## config.mk

```make
export PLATFORM = sky130hd
export DESIGN_NAME = prd_dma_engine
export DESIGN_NICKNAME = d
export VERILOG_FILES = /design/src/rtl/prd_dma_pkg.sv /design/src/rtl/prd_desc_unpack.sv /design/src/rtl/prd_page_chunk.sv /design/src/rtl/prd_backoff.sv /design/src/rtl/prd_dma_engine.sv
export SDC_FILE = /design/constraint.sdc
export NUM_CORES = 1
export LEC_CHECK = 0
export BUFFER_PORTS_ARGS = -buffer_cell sky130_fd_sc_hd__buf_2
export CORE_MARGIN = 2
export CORE_UTILIZATION = 50
export CTS_CLUSTER_DIAMETER = 50
export CTS_CLUSTER_SIZE = 20
export DETAILED_ROUTE_END_ITERATION = 7
export GPL_TIMING_DRIVEN = 0
export PLACE_DENSITY = 0.83
export SLEW_MARGIN = 20
export SYNTH_ARGS = -nofsm -noshare
export SYNTH_HDL_FRONTEND = slang
export SYNTH_SLANG_ARGS = --single-unit
export TNS_END_PERCENT = 10
```

## constraint.sdc

```tcl
create_clock -name clk -period 8.8 [get_ports clk]
set_clock_uncertainty 0.05 [all_clocks]
set_input_delay 0.88 -clock clk [delete_from_list [all_inputs] [get_ports clk]]
set_output_delay 0.88 -clock clk [all_outputs]
set_load 0.05 [all_outputs]
```

## src/rtl/prd_dma_pkg.sv

```systemverilog
package prd_dma_pkg;

    typedef enum logic [2:0] {
        S_IDLE     = 3'd0,
        S_DESC_CHK = 3'd1,
        S_DESC_REQ = 3'd2,
        S_DATA_CHK = 3'd3,
        S_DATA_REQ = 3'd4,
        S_BACKOFF  = 3'd5
    } dma_state_e;

endpackage

```

## src/rtl/prd_desc_unpack.sv

```systemverilog
module prd_desc_unpack #(
    parameter int ADDR_W = 32,
    parameter int CNT_W  = 16,
    localparam int LEFT_W = CNT_W + 1
) (
    input  logic [2*ADDR_W-1:0] word,
    output logic [ADDR_W-1:0]   base,
    output logic [LEFT_W-1:0]   left,
    output logic                last
);
    logic [CNT_W-1:0] cnt_even;
    logic             unused_bits;

    assign base     = word[ADDR_W-1:0];
    // lowest count bit is dropped so regions are whole 16-bit words
    assign cnt_even = {word[ADDR_W+CNT_W-1:ADDR_W+1], 1'b0};
    assign last     = word[2*ADDR_W-1];
    assign unused_bits = ^{word[2*ADDR_W-2:ADDR_W+CNT_W], word[ADDR_W]};

    always_comb begin
        if (cnt_even == '0) begin
            left = LEFT_W'(1) << CNT_W;
        end else begin
            left = LEFT_W'(cnt_even);
        end
    end

endmodule

```

## src/rtl/prd_page_chunk.sv

```systemverilog
module prd_page_chunk #(
    parameter int ADDR_W     = 32,
    parameter int PAGE_BYTES = 4096,
    parameter int LEFT_W     = 17,
    localparam int PAGE_W = $clog2(PAGE_BYTES),
    localparam int LEN_W  = PAGE_W + 1
) (
    input  logic [ADDR_W-1:0] addr,
    input  logic [LEFT_W-1:0] left,
    output logic [LEN_W-1:0]  len,
    output logic              full
);
    logic [LEN_W-1:0] room;

    assign room = LEN_W'(PAGE_BYTES) - {1'b0, addr[PAGE_W-1:0]};

    always_comb begin
        if (left < LEFT_W'(room)) begin
            len = LEN_W'(left);
        end else begin
            len = room;
        end
        full = (len == LEN_W'(PAGE_BYTES));
    end

endmodule

```

## src/rtl/prd_backoff.sv

```systemverilog
module prd_backoff #(
    parameter int CYCLES = 16,
    localparam int CW = $clog2(CYCLES + 1)
) (
    input  logic clk,
    input  logic rst_n,
    input  logic load,
    input  logic clr,
    output logic expired
);
    typedef struct packed {
        logic          run;
        logic [CW-1:0] cnt;
    } bo_t;

    bo_t b_d, b_q;

    assign expired = b_q.run && (b_q.cnt == '0);

    always_comb begin
        b_d = b_q;
        if (clr) begin
            b_d.run = 1'b0;
        end else if (load) begin
            b_d.run = 1'b1;
            b_d.cnt = CW'(CYCLES - 1);
        end else if (expired) begin
            b_d.run = 1'b0;
        end else if (b_q.run) begin
            b_d.cnt = b_q.cnt - 1'b1;
        end
    end

    always_ff @(posedge clk) begin
        if (!rst_n) begin
            b_q <= '0;
        end else begin
            b_q <= b_d;
        end
    end

    // a new wait is never started on top of a running one
    p_no_reload_r4: assert property (@(posedge clk) disable iff (!rst_n)
        load |-> !b_q.run);

endmodule

```

## src/rtl/prd_dma_engine.sv

```systemverilog
module prd_dma_engine #(
    parameter int ADDR_W       = 32,
    parameter int PAGE_BYTES   = 4096,
    parameter int CNT_W        = 16,
    parameter int SECT_W       = 9,
    parameter int SECTOR_BYTES = 512,
    parameter int BACKOFF_CYC  = 16,
    localparam int PAGE_W = $clog2(PAGE_BYTES),
    localparam int LEN_W  = PAGE_W + 1,
    localparam int LEFT_W = CNT_W + 1,
    localparam int CMD_W  = SECT_W + $clog2(SECTOR_BYTES)
) (
    input  logic                clk,
    input  logic                rst_n,
    input  logic                start,
    input  logic [ADDR_W-1:0]   start_val,
    input  logic [SECT_W-1:0]   cmd_sectors,
    input  logic                to_mem,
    input  logic                abort,
    input  logic                ien_n,
    input  logic                mem_busy,
    input  logic                mem_done,
    input  logic [2*ADDR_W-1:0] mem_rdata,
    output logic                mem_req,
    output logic                mem_desc,
    output logic                mem_we,
    output logic [ADDR_W-1:0]   mem_addr,
    output logic [LEN_W-1:0]    mem_len,
    output logic                mem_full_page,
    output logic [CMD_W-1:0]    buf_addr,
    output logic [CMD_W-1:0]    bytes_left,
    output logic                done,
    output logic                err,
    output logic                bsy,
    output logic                seek,
    output logic                intr
);
    import prd_dma_pkg::*;

    localparam int DESC_BYTES = 8;

    typedef struct packed {
        dma_state_e          st;
        logic [ADDR_W-1:0]   ptr;
        logic [ADDR_W-1:0]   cur;
        logic [LEFT_W-1:0]   left;
        logic                last;
        logic                dir;
        logic                ret_data;
        logic [CMD_W-1:0]    remain;
        logic [CMD_W-1:0]    moved;
        logic                done;
        logic                err;
        logic                bsy;
        logic                seek;
        logic                intr;
    } regs_t;

    regs_t r_d, r_q;

    logic [ADDR_W-1:0] dsc_base;
    logic [LEFT_W-1:0] dsc_left;
    logic              dsc_last;
    logic [LEN_W-1:0]  chunk_len;
    logic              chunk_full;
    logic              bo_load;
    logic              bo_clr;
    logic              bo_expired;
    logic              fin;
    logic              fin_err;
    logic              unused_lo;

    assign unused_lo = ^start_val[1:0];

    prd_desc_unpack #(
        .ADDR_W (ADDR_W),
        .CNT_W  (CNT_W)
    ) u_unpack (
        .word (mem_rdata),
        .base (dsc_base),
        .left (dsc_left),
        .last (dsc_last)
    );

    prd_page_chunk #(
        .ADDR_W     (ADDR_W),
        .PAGE_BYTES (PAGE_BYTES),
        .LEFT_W     (LEFT_W)
    ) u_chunk (
        .addr (r_q.cur),
        .left (r_q.left),
        .len  (chunk_len),
        .full (chunk_full)
    );

    prd_backoff #(
        .CYCLES (BACKOFF_CYC)
    ) u_backoff (
        .clk     (clk),
        .rst_n   (rst_n),
        .load    (bo_load),
        .clr     (bo_clr),
        .expired (bo_expired)
    );

    always_comb begin
        r_d     = r_q;
        r_d.done = 1'b0;
        bo_load = 1'b0;
        bo_clr  = 1'b0;
        fin     = 1'b0;
        fin_err = 1'b0;

        case (r_q.st)
            S_IDLE: begin
                if (start) begin
                    r_d.st     = S_DESC_CHK;
                    r_d.ptr    = {start_val[ADDR_W-1:2], 2'b00};
                    r_d.dir    = to_mem;
                    r_d.remain = CMD_W'(cmd_sectors) * CMD_W'(SECTOR_BYTES);
                    r_d.moved  = '0;
                    r_d.bsy    = 1'b1;
                    r_d.seek   = 1'b0;
                    r_d.intr   = 1'b0;
                    r_d.err    = 1'b0;
                end
            end
            S_DESC_CHK: begin
                if (mem_busy) begin
                    r_d.st       = S_BACKOFF;
                    r_d.ret_data = 1'b0;
                    bo_load      = 1'b1;
                end else begin
                    r_d.st = S_DESC_REQ;
                end
            end
            S_DESC_REQ: begin
                if (mem_done) begin
                    r_d.cur  = dsc_base;
                    r_d.left = dsc_left;
                    r_d.last = dsc_last;
                    r_d.ptr  = r_q.ptr + ADDR_W'(DESC_BYTES);
                    r_d.st   = S_DATA_CHK;
                end
            end
            S_DATA_CHK: begin
                if (mem_busy) begin
                    r_d.st       = S_BACKOFF;
                    r_d.ret_data = 1'b1;
                    bo_load      = 1'b1;
                end else begin
                    r_d.st = S_DATA_REQ;
                end
            end
            S_DATA_REQ: begin
                if (mem_done) begin
                    r_d.cur    = r_q.cur + ADDR_W'(chunk_len);
                    r_d.left   = r_q.left - LEFT_W'(chunk_len);
                    r_d.remain = r_q.remain - CMD_W'(chunk_len);
                    r_d.moved  = r_q.moved + CMD_W'(chunk_len);
                    if (r_q.left == LEFT_W'(chunk_len)) begin
                        if (r_q.last) begin
                            fin     = 1'b1;
                            fin_err = (r_d.remain != '0);
                        end else begin
                            r_d.st = S_DESC_CHK;
                        end
                    end else begin
                        r_d.st = S_DATA_CHK;
                    end
                end
            end
            S_BACKOFF: begin
                if (bo_expired) begin
                    r_d.st = r_q.ret_data ? S_DATA_CHK : S_DESC_CHK;
                end
            end
            default: begin
                r_d.st = S_IDLE;
            end
        endcase

        if (abort && (r_q.st != S_IDLE)) begin
            fin     = 1'b1;
            fin_err = 1'b1;
            bo_clr  = 1'b1;
        end

        if (fin) begin
            r_d.st   = S_IDLE;
            r_d.done = 1'b1;
            r_d.err  = fin_err;
            r_d.bsy  = 1'b0;
            r_d.seek = 1'b1;
            r_d.intr = !ien_n;
        end
    end

    always_ff @(posedge clk) begin
        if (!rst_n) begin
            r_q <= '0;
        end else begin
            r_q <= r_d;
        end
    end

    assign mem_req       = (r_q.st == S_DESC_REQ) || (r_q.st == S_DATA_REQ);
    assign mem_desc      = (r_q.st == S_DESC_REQ);
    assign mem_we        = (r_q.st == S_DATA_REQ) && r_q.dir;
    assign mem_addr      = mem_desc ? r_q.ptr : r_q.cur;
    assign mem_len       = mem_desc ? LEN_W'(DESC_BYTES) : chunk_len;
    assign mem_full_page = (r_q.st == S_DATA_REQ) && chunk_full;
    assign buf_addr      = r_q.moved;
    assign bytes_left    = r_q.remain;
    assign done          = r_q.done;
    assign err           = r_q.err;
    assign bsy           = r_q.bsy;
    assign seek          = r_q.seek;
    assign intr          = r_q.intr;

    logic [LEN_W:0] req_end;
    assign req_end = {2'b00, mem_addr[PAGE_W-1:0]} + {1'b0, mem_len};

    // a data request stays inside one page
    p_page_bound_r3: assert property (@(posedge clk) disable iff (!rst_n)
        (mem_req && !mem_desc) |-> (req_end <= (LEN_W+1)'(PAGE_BYTES)));

    // descriptor reads are word-aligned and 8 bytes long
    p_desc_shape_r1: assert property (@(posedge clk) disable iff (!rst_n)
        (mem_req && mem_desc) |-> ((mem_addr[1:0] == 2'b00) && (mem_len == LEN_W'(DESC_BYTES)) && !mem_we));

    // a request only rises after a cycle where the port was free
    p_busy_backoff_r4: assert property (@(posedge clk) disable iff (!rst_n)
        $rose(mem_req) |-> !$past(mem_busy));

    // a pending request holds still until it completes
    p_req_hold_r7: assert property (@(posedge clk) disable iff (!rst_n)
        (mem_req && !mem_done && !abort) |=> (mem_req && $stable(mem_addr) && $stable(mem_we) && $stable(mem_len)));

    // end of command always shows idle-with-seek status
    p_done_status_r8: assert property (@(posedge clk) disable iff (!rst_n)
        done |-> (!bsy && seek));

    // a clean completion leaves nothing owed
    p_clean_done_r6: assert property (@(posedge clk) disable iff (!rst_n)
        (done && !err) |-> (bytes_left == '0));

    // nothing ends while idle, abort included
    p_idle_quiet_r9: assert property (@(posedge clk) disable iff (!rst_n)
        ((r_q.st == S_IDLE) && !start) |=> !done);

endmodule

```

; Word-level counts from Yosys, hierarchy flattened
; Cells that the tools add are included.
[totals]
word_cells = 115
input_bits = 113
regBits = 134
[op_classes]
eq_ne = 15
mux = 43
reduce_logical = 31
add_sub_neg = 7
bitwise_logic = 2
magnitude_cmp = 1
[ops]
columns = operator, n
row1 = case mux 49 bit (2 select lines), 1
row2 = two-way mux 85 bit, 1
row3 = two-way mux 36 bit, 2
row4 = case mux 36 bit (2 select lines), 1
row5 = case mux 32 bit (2 select lines), 1
row6 = two-way mux 49 bit, 1
row7 = two-way mux 35 bit, 1
row8 = adder 32 x 13 -> 32 bit, 1
row9 = "adder 32 x 4 -> 32 bit, second input constant", 1
row10 = two-way mux 32 bit, 1
row11 = two-way mux 13 bit, 2
row12 = adder 18 x 13 -> 18 bit, 1
row13 = case mux 3 bit (6 select lines), 1
row14 = nonzero test 18 bit, 1
row15 = subtractor 18 x 13 -> 18 bit, 1
row16 = equality test 17 x 13 -> 1 bit, 1
row17 = < comparator 17 x 13 -> 1 bit, 1
row18 = two-way mux 1 bit, 17
row19 = two-way mux 17 bit, 1
row20 = subtractor 17 x 13 -> 17 bit, 1
row21 = logical NOT 16 bit, 1
row22 = nonzero test 2 bit, 8
row23 = two-way mux 3 bit, 5
row24 = two-way mux 5 bit, 3
row25 = 23 further kinds, 44

; Depth between registers and ports, before layout
[logic_depth]
word_depth = 11
depth_mapped = 26
ltp_nobuf = 24

; Cells and area by module
; From an unflattened synthesis, not the netlist that was laid out.
[unflattened]
hier_cells = 1487
hier_area_um2 = 10859.2
[by_module_without_submodules]
columns = module, cells_per_inst, seq_area_each_um2, area_each_um2, instances
row1 = prd_dma_engine, 1288, 2522.4, 9422.8, 1
row2 = prd_page_chunk, 97, 0.0, 710.7, 1
row3 = prd_backoff, 47, 120.1, 377.9, 1
row4 = prd_desc_unpack, 55, 0.0, 347.8, 1

; Least setup slack after synthesis
; No wires, ideal clock.
[synth_timing]
kind = register to register
from = register r_q[63] (netlist bit)
to = register r_q[58] (netlist bit)
arrival_ns = 5.938
setup_slack_ns = 2.688
required_ns = 8.626
path_stages_with_launch = 27
path_cell_list = dfxtp_1 -> or3_1 -> or3_1 -> or2_1 -> or3_1 -> xor2_1 -> inv_1 -> ha_1 -> a211oi_1 -> nand2_1 -> a211oi_1 -> o21ai_1 -> o211ai_1 -> buf_2 -> buf_2 -> mux2i_1 -> ha_1 -> inv_1 -> fa_1 -> a21o_1 -> a21oi_1 -> o21bai_1 -> a2111oi_2 -> o31ai_1 -> a21oi_1 -> nor4bb_1 -> nor3_1
[synth_via]
elab_chain_cells = 6
[synth_lines]
columns = element, line
row1 = "start, declared", prd_dma_engine.sv:59  ; regs_t r_d, r_q;
row2 = "start signal, assigned", prd_dma_engine.sv:203  ; r_q <= r_d;
row3 = subtractor 13 x 12 -> 13 bit (*), prd_page_chunk.sv:15  ; assign room = LEN_W'(PAGE_BYTES) - {1'b0, addr[PAGE_W-1:0]};
row4 = < comparator 17 x 13 -> 1 bit, prd_page_chunk.sv:18  ; if (left < LEFT_W'(room)) begin
row5 = two-way mux 13 bit (*), prd_page_chunk.sv:18
row6 = subtractor 17 x 13 -> 17 bit (*), prd_dma_engine.sv:158  ; r_d.left = r_q.left - LEFT_W'(chunk_len);
row7 = two-way mux 49 bit (*), prd_dma_engine.sv:156  ; if (mem_done) begin
row8 = case mux 49 bit (2 select lines) (*), prd_dma_engine.sv:114  ; case (r_q.st)
; Every way passes the cells marked *; elsewhere a longest branch is shown, timed or not. The select of a mux whose other input is x is not followed.
; A chain may end at the register's enable or synchronous reset.

; Worst setup path in the final report
; Ends and elaborated chain as after synthesis.

==> results.md <==
* Crit path max fanout at 10
* Clk pwr share at 20.5%
* Most common cell in the netlist: nand2_1
* Critical path type: reg2reg
* CTS tree: done
* Crit share post-route at 86.25%
* Reg area at 2643 um^2
* Post-DR vias/cell at 6.341
* Port-buffer cells at 184
* Maxcap violations at 0
* CTS resizes at 0
* Pwr Density at 308.2 nW/um^2
* Worst Setup Start Kind: register
* Area delta synth->final at 17.98%
* Tot GR Track Use at 35.10%
* Post-CTS Setup Bufs at 0
* WL per Instance at 20.79 um
* Distinct cell type count after synthesis at 73
* Crit path DAT at 7.86 ns
* Status: finished, final reports clean
* Synth Warn # at 0
* Most used DFF post-synth: dfxtp_1
* Mux contribution to synthesized area at 5.475%
* Initial drt markers at 1,624
* Complex-gate fraction of the synthesized area at 23.57%
* Die area at 22,300 um^2
* WP data required at 9.07 ns
* Nets@finish at 1,825
* H-tree depth at 4
* VDD IR max at 0.2074 mV
* Ranking of synthesized cells by area: dfxtp_1 25%, ha_1 8.1%, nand2_1 7.2%
* Synth Area in Adders at 8.816%
* CTS Buf Count at 17
* Fillers at 1,946
* Post-DP HPWL at 30,020 um
* Routability congestion estimate at 0.9788
* Post-Synth XOR/XNOR Area at 5.048%
* Sequential share of the synthesized area at 25.03%
* Most used cell, CP: or3_1
* Hold_ws at 0.3947 ns
* Share of cells above drive strength 1 at 17.42%
* Dominant cell type by area after synthesis: dfxtp_1
* Mapped cell area at 10,560 um^2
* DRC Markers at 0
* Initial antenna violation count at 0
* CP bufs+invs at 4
* Synth Area in Simple Gates at 25.19%
* Slew margin rel. at 33.55%
* Slowest stage delay, CP at 0.61 ns
* Commonest cells post-synth: 202 x nand2_1, 143 x nor2_1, 132 x dfxtp_1, 107 x a21oi_1, 90 x o21ai_0
* I/O pin cnt at 203
* Clock sinks at 132
* Switching Power at 1.868 mW
* Top delay family on crit path: compound AO/OA/AOI/OAI gates
* Width of the die at 149.3 um
* First-pass GRT wire length at 60,290 um
* Post-Route Setup TNS at 0 ns
* Worst-Skew Late Latency at 0.43 ns
* Synth top area share at 25.03%
* Die Span Y at 149.3 um
* Post-synth ARST share at 0%
* Crit. End Element: register
* P_int at 1.971 mW
* Seq pwr share at 20.0%
* Syn avg cell area at 7.348 um^2
* Core area at 20,890 um^2
* Clock slew at reported path FFs at 0.06 ns
* Ant. Diodes at 0
* Root Buffer: clkbuf_16
* Max Buffers Root-to-Sink at 2
* Worst hold path type: reg2reg
* Vias in the first global route at 11.01k
* Main combinational cell family by area after synthesis: simple AND/OR/NAND/NOR gates
* Hold-fix buffers, CTS at 0
* Area of the multi-input gates at 7196 um^2
* Post-route ant nets at 0
* FMAX at 131.8 MHz
* Rows at 53
* Post-Syn Instances at 1,437
* WL final at 40,080 um
* Final hold vios at 0
* Pre-antenna DRT Iters at 8
* CP max stage cell: a2111oi_2
* Total power at 3.839 mW
* Synthesized net count at 1,622
* Largest net degree at the start of global routing at 17
* Seq cells post-synth at 132
* Post-route minimum period at 7.590 ns
* Pleak at 5.648 nW
* Max Slew Vio Count at 0
* Slew @ Worst Pin at 0.9877 ns
* Initial Utilization at 50.55%
* Unrepaired setup endpoints after global routing: no
* Routed vias at 12.23k
* Combinational Power Share at 59.5%
* Switching share of power at 48.65%
* Final setup vio count at 0
* Worst reg2reg setup slack at 1.21 ns
* Number of flops mapped to enable cells by yosys at 0
* Overflow after GRT at 0
[placed cells by master, fill, tap and decap left out, types with 18 or more instances in the layout]
master    count
xor2_1       21
inv_1        40
and3_1       19
buf_2       188
o22ai_1      20
clkbuf_1     64
mux2i_1      42
ha_1         68
dfxtp_1     132
nor3_1       46
a221oi_1     18
a21oi_1     107
a211oi_1     22
o21ai_0      90
buf_4        36
nand3_1      37
xnor2_1      38
nor2_1      143
nand2_1     202
[per-stage QoR]
| step | util [%] | worst slack (ns) | instance area, um^2 | cells |
|---|---|---|---|---|
| after floorplan | - | 2.688 | 10560 | 1437 |
| after global placement | 56.60 | 1.581 | 11820 | 1896 |
| after detailed placement | 56.60 | 1.398 | 11820 | 1896 |
| after CTS | 59.61 | 1.417 | 12450 | 1928 |
| after global routing | 59.63 | 0.9929 | 12460 | 1928 |
| final | 59.63 | 1.210 | 12460 | 1928 |
[routing by layer]
layer	up-vias	global-route usage, %	routed length (um)
li1	5579	-	-
met5	-	0	0
met4	0	18.67	2110
met1	5614	47.08	15860
met3	172	8.960	5381
met2	861	51.64	16730
[flip-flops by register name, indices dropped and copies added (netlist names)]
signal	count
bytes_left	18
done	1
buf_addr	18
err	1
u_backoff.b_q	6
bsy	1
r_q	85
intr	1
seek	1
[cells by family (layout without fill, tap and decap cells)]
| family | count (synthesis) | after routing |
|---|---|---|
| AOI/OAI and AO/OA | 393 | 393 |
| xor gates and xnor gates | 60 | 60 |
| adders and majority gates | 72 | 72 |
| buffers and inverters | 156 | 372 |
| DFF | 132 | 132 |
| muxes | 56 | 56 |
| and+or+nand+nor | 568 | 568 |
[final timing paths]
check                           startpoint                            end  depth (start not counted)
max                   r_q[63]$_SDFFE_PN0P_           r_q[58]$_SDFFE_PN0P_                         26
max reg2reg           r_q[63]$_SDFFE_PN0P_           r_q[58]$_SDFFE_PN0P_                         26
min          u_backoff.b_q[4]$_SDFFE_PN0P_  u_backoff.b_q[4]$_SDFFE_PN0P_                          2
min reg2reg  u_backoff.b_q[4]$_SDFFE_PN0P_  u_backoff.b_q[4]$_SDFFE_PN0P_                          2
[power by group through the flow]
stage                     sequential, mW  combinational [mW]  clock [mW]
after floorplan                    0.753                1.67           0
after global placement             0.770                2.17           0
after detailed placement           0.773                2.20           0
after CTS                          0.761                2.21       0.783
after global routing               0.774                2.45       0.812
final                              0.769                2.28       0.787
[worst register-to-register path: stages (launching register included)]
cell and delay [ns]:
dfxtp_1 0.42, or3_1 0.42, or3_1 0.37, or2_1 0.25
or3_1 0.33, xor2_1 0.40, inv_1 0.09, ha_1 0.21
a211oi_1 0.22, nand2_1 0.11, a211oi_1 0.21, o21ai_1 0.10
o211ai_1 0.13, buf_2 0.34, buf_2 0.36, mux2i_1 0.55
ha_1 0.29, inv_1 0.06, fa_1 0.40, a21o_1 0.17
a21oi_1 0.27, o21bai_1 0.15, a2111oi_2 0.61, o31ai_1 0.21
a21oi_1 0.35, nor4bb_1 0.32, nor3_1 0.08
[area by class of cell]
class,instances,area share [%]
buffer,115,4.590
clock buffer,18,3.445
clock inverter,14,1.597
inverter,41,1.235
multi-input combinational,1149,57.76
sequential,132,21.21
tap,275,2.762
timing repair buffer,184,7.393
Note: power is estimated with default switching activity, not from simulation.
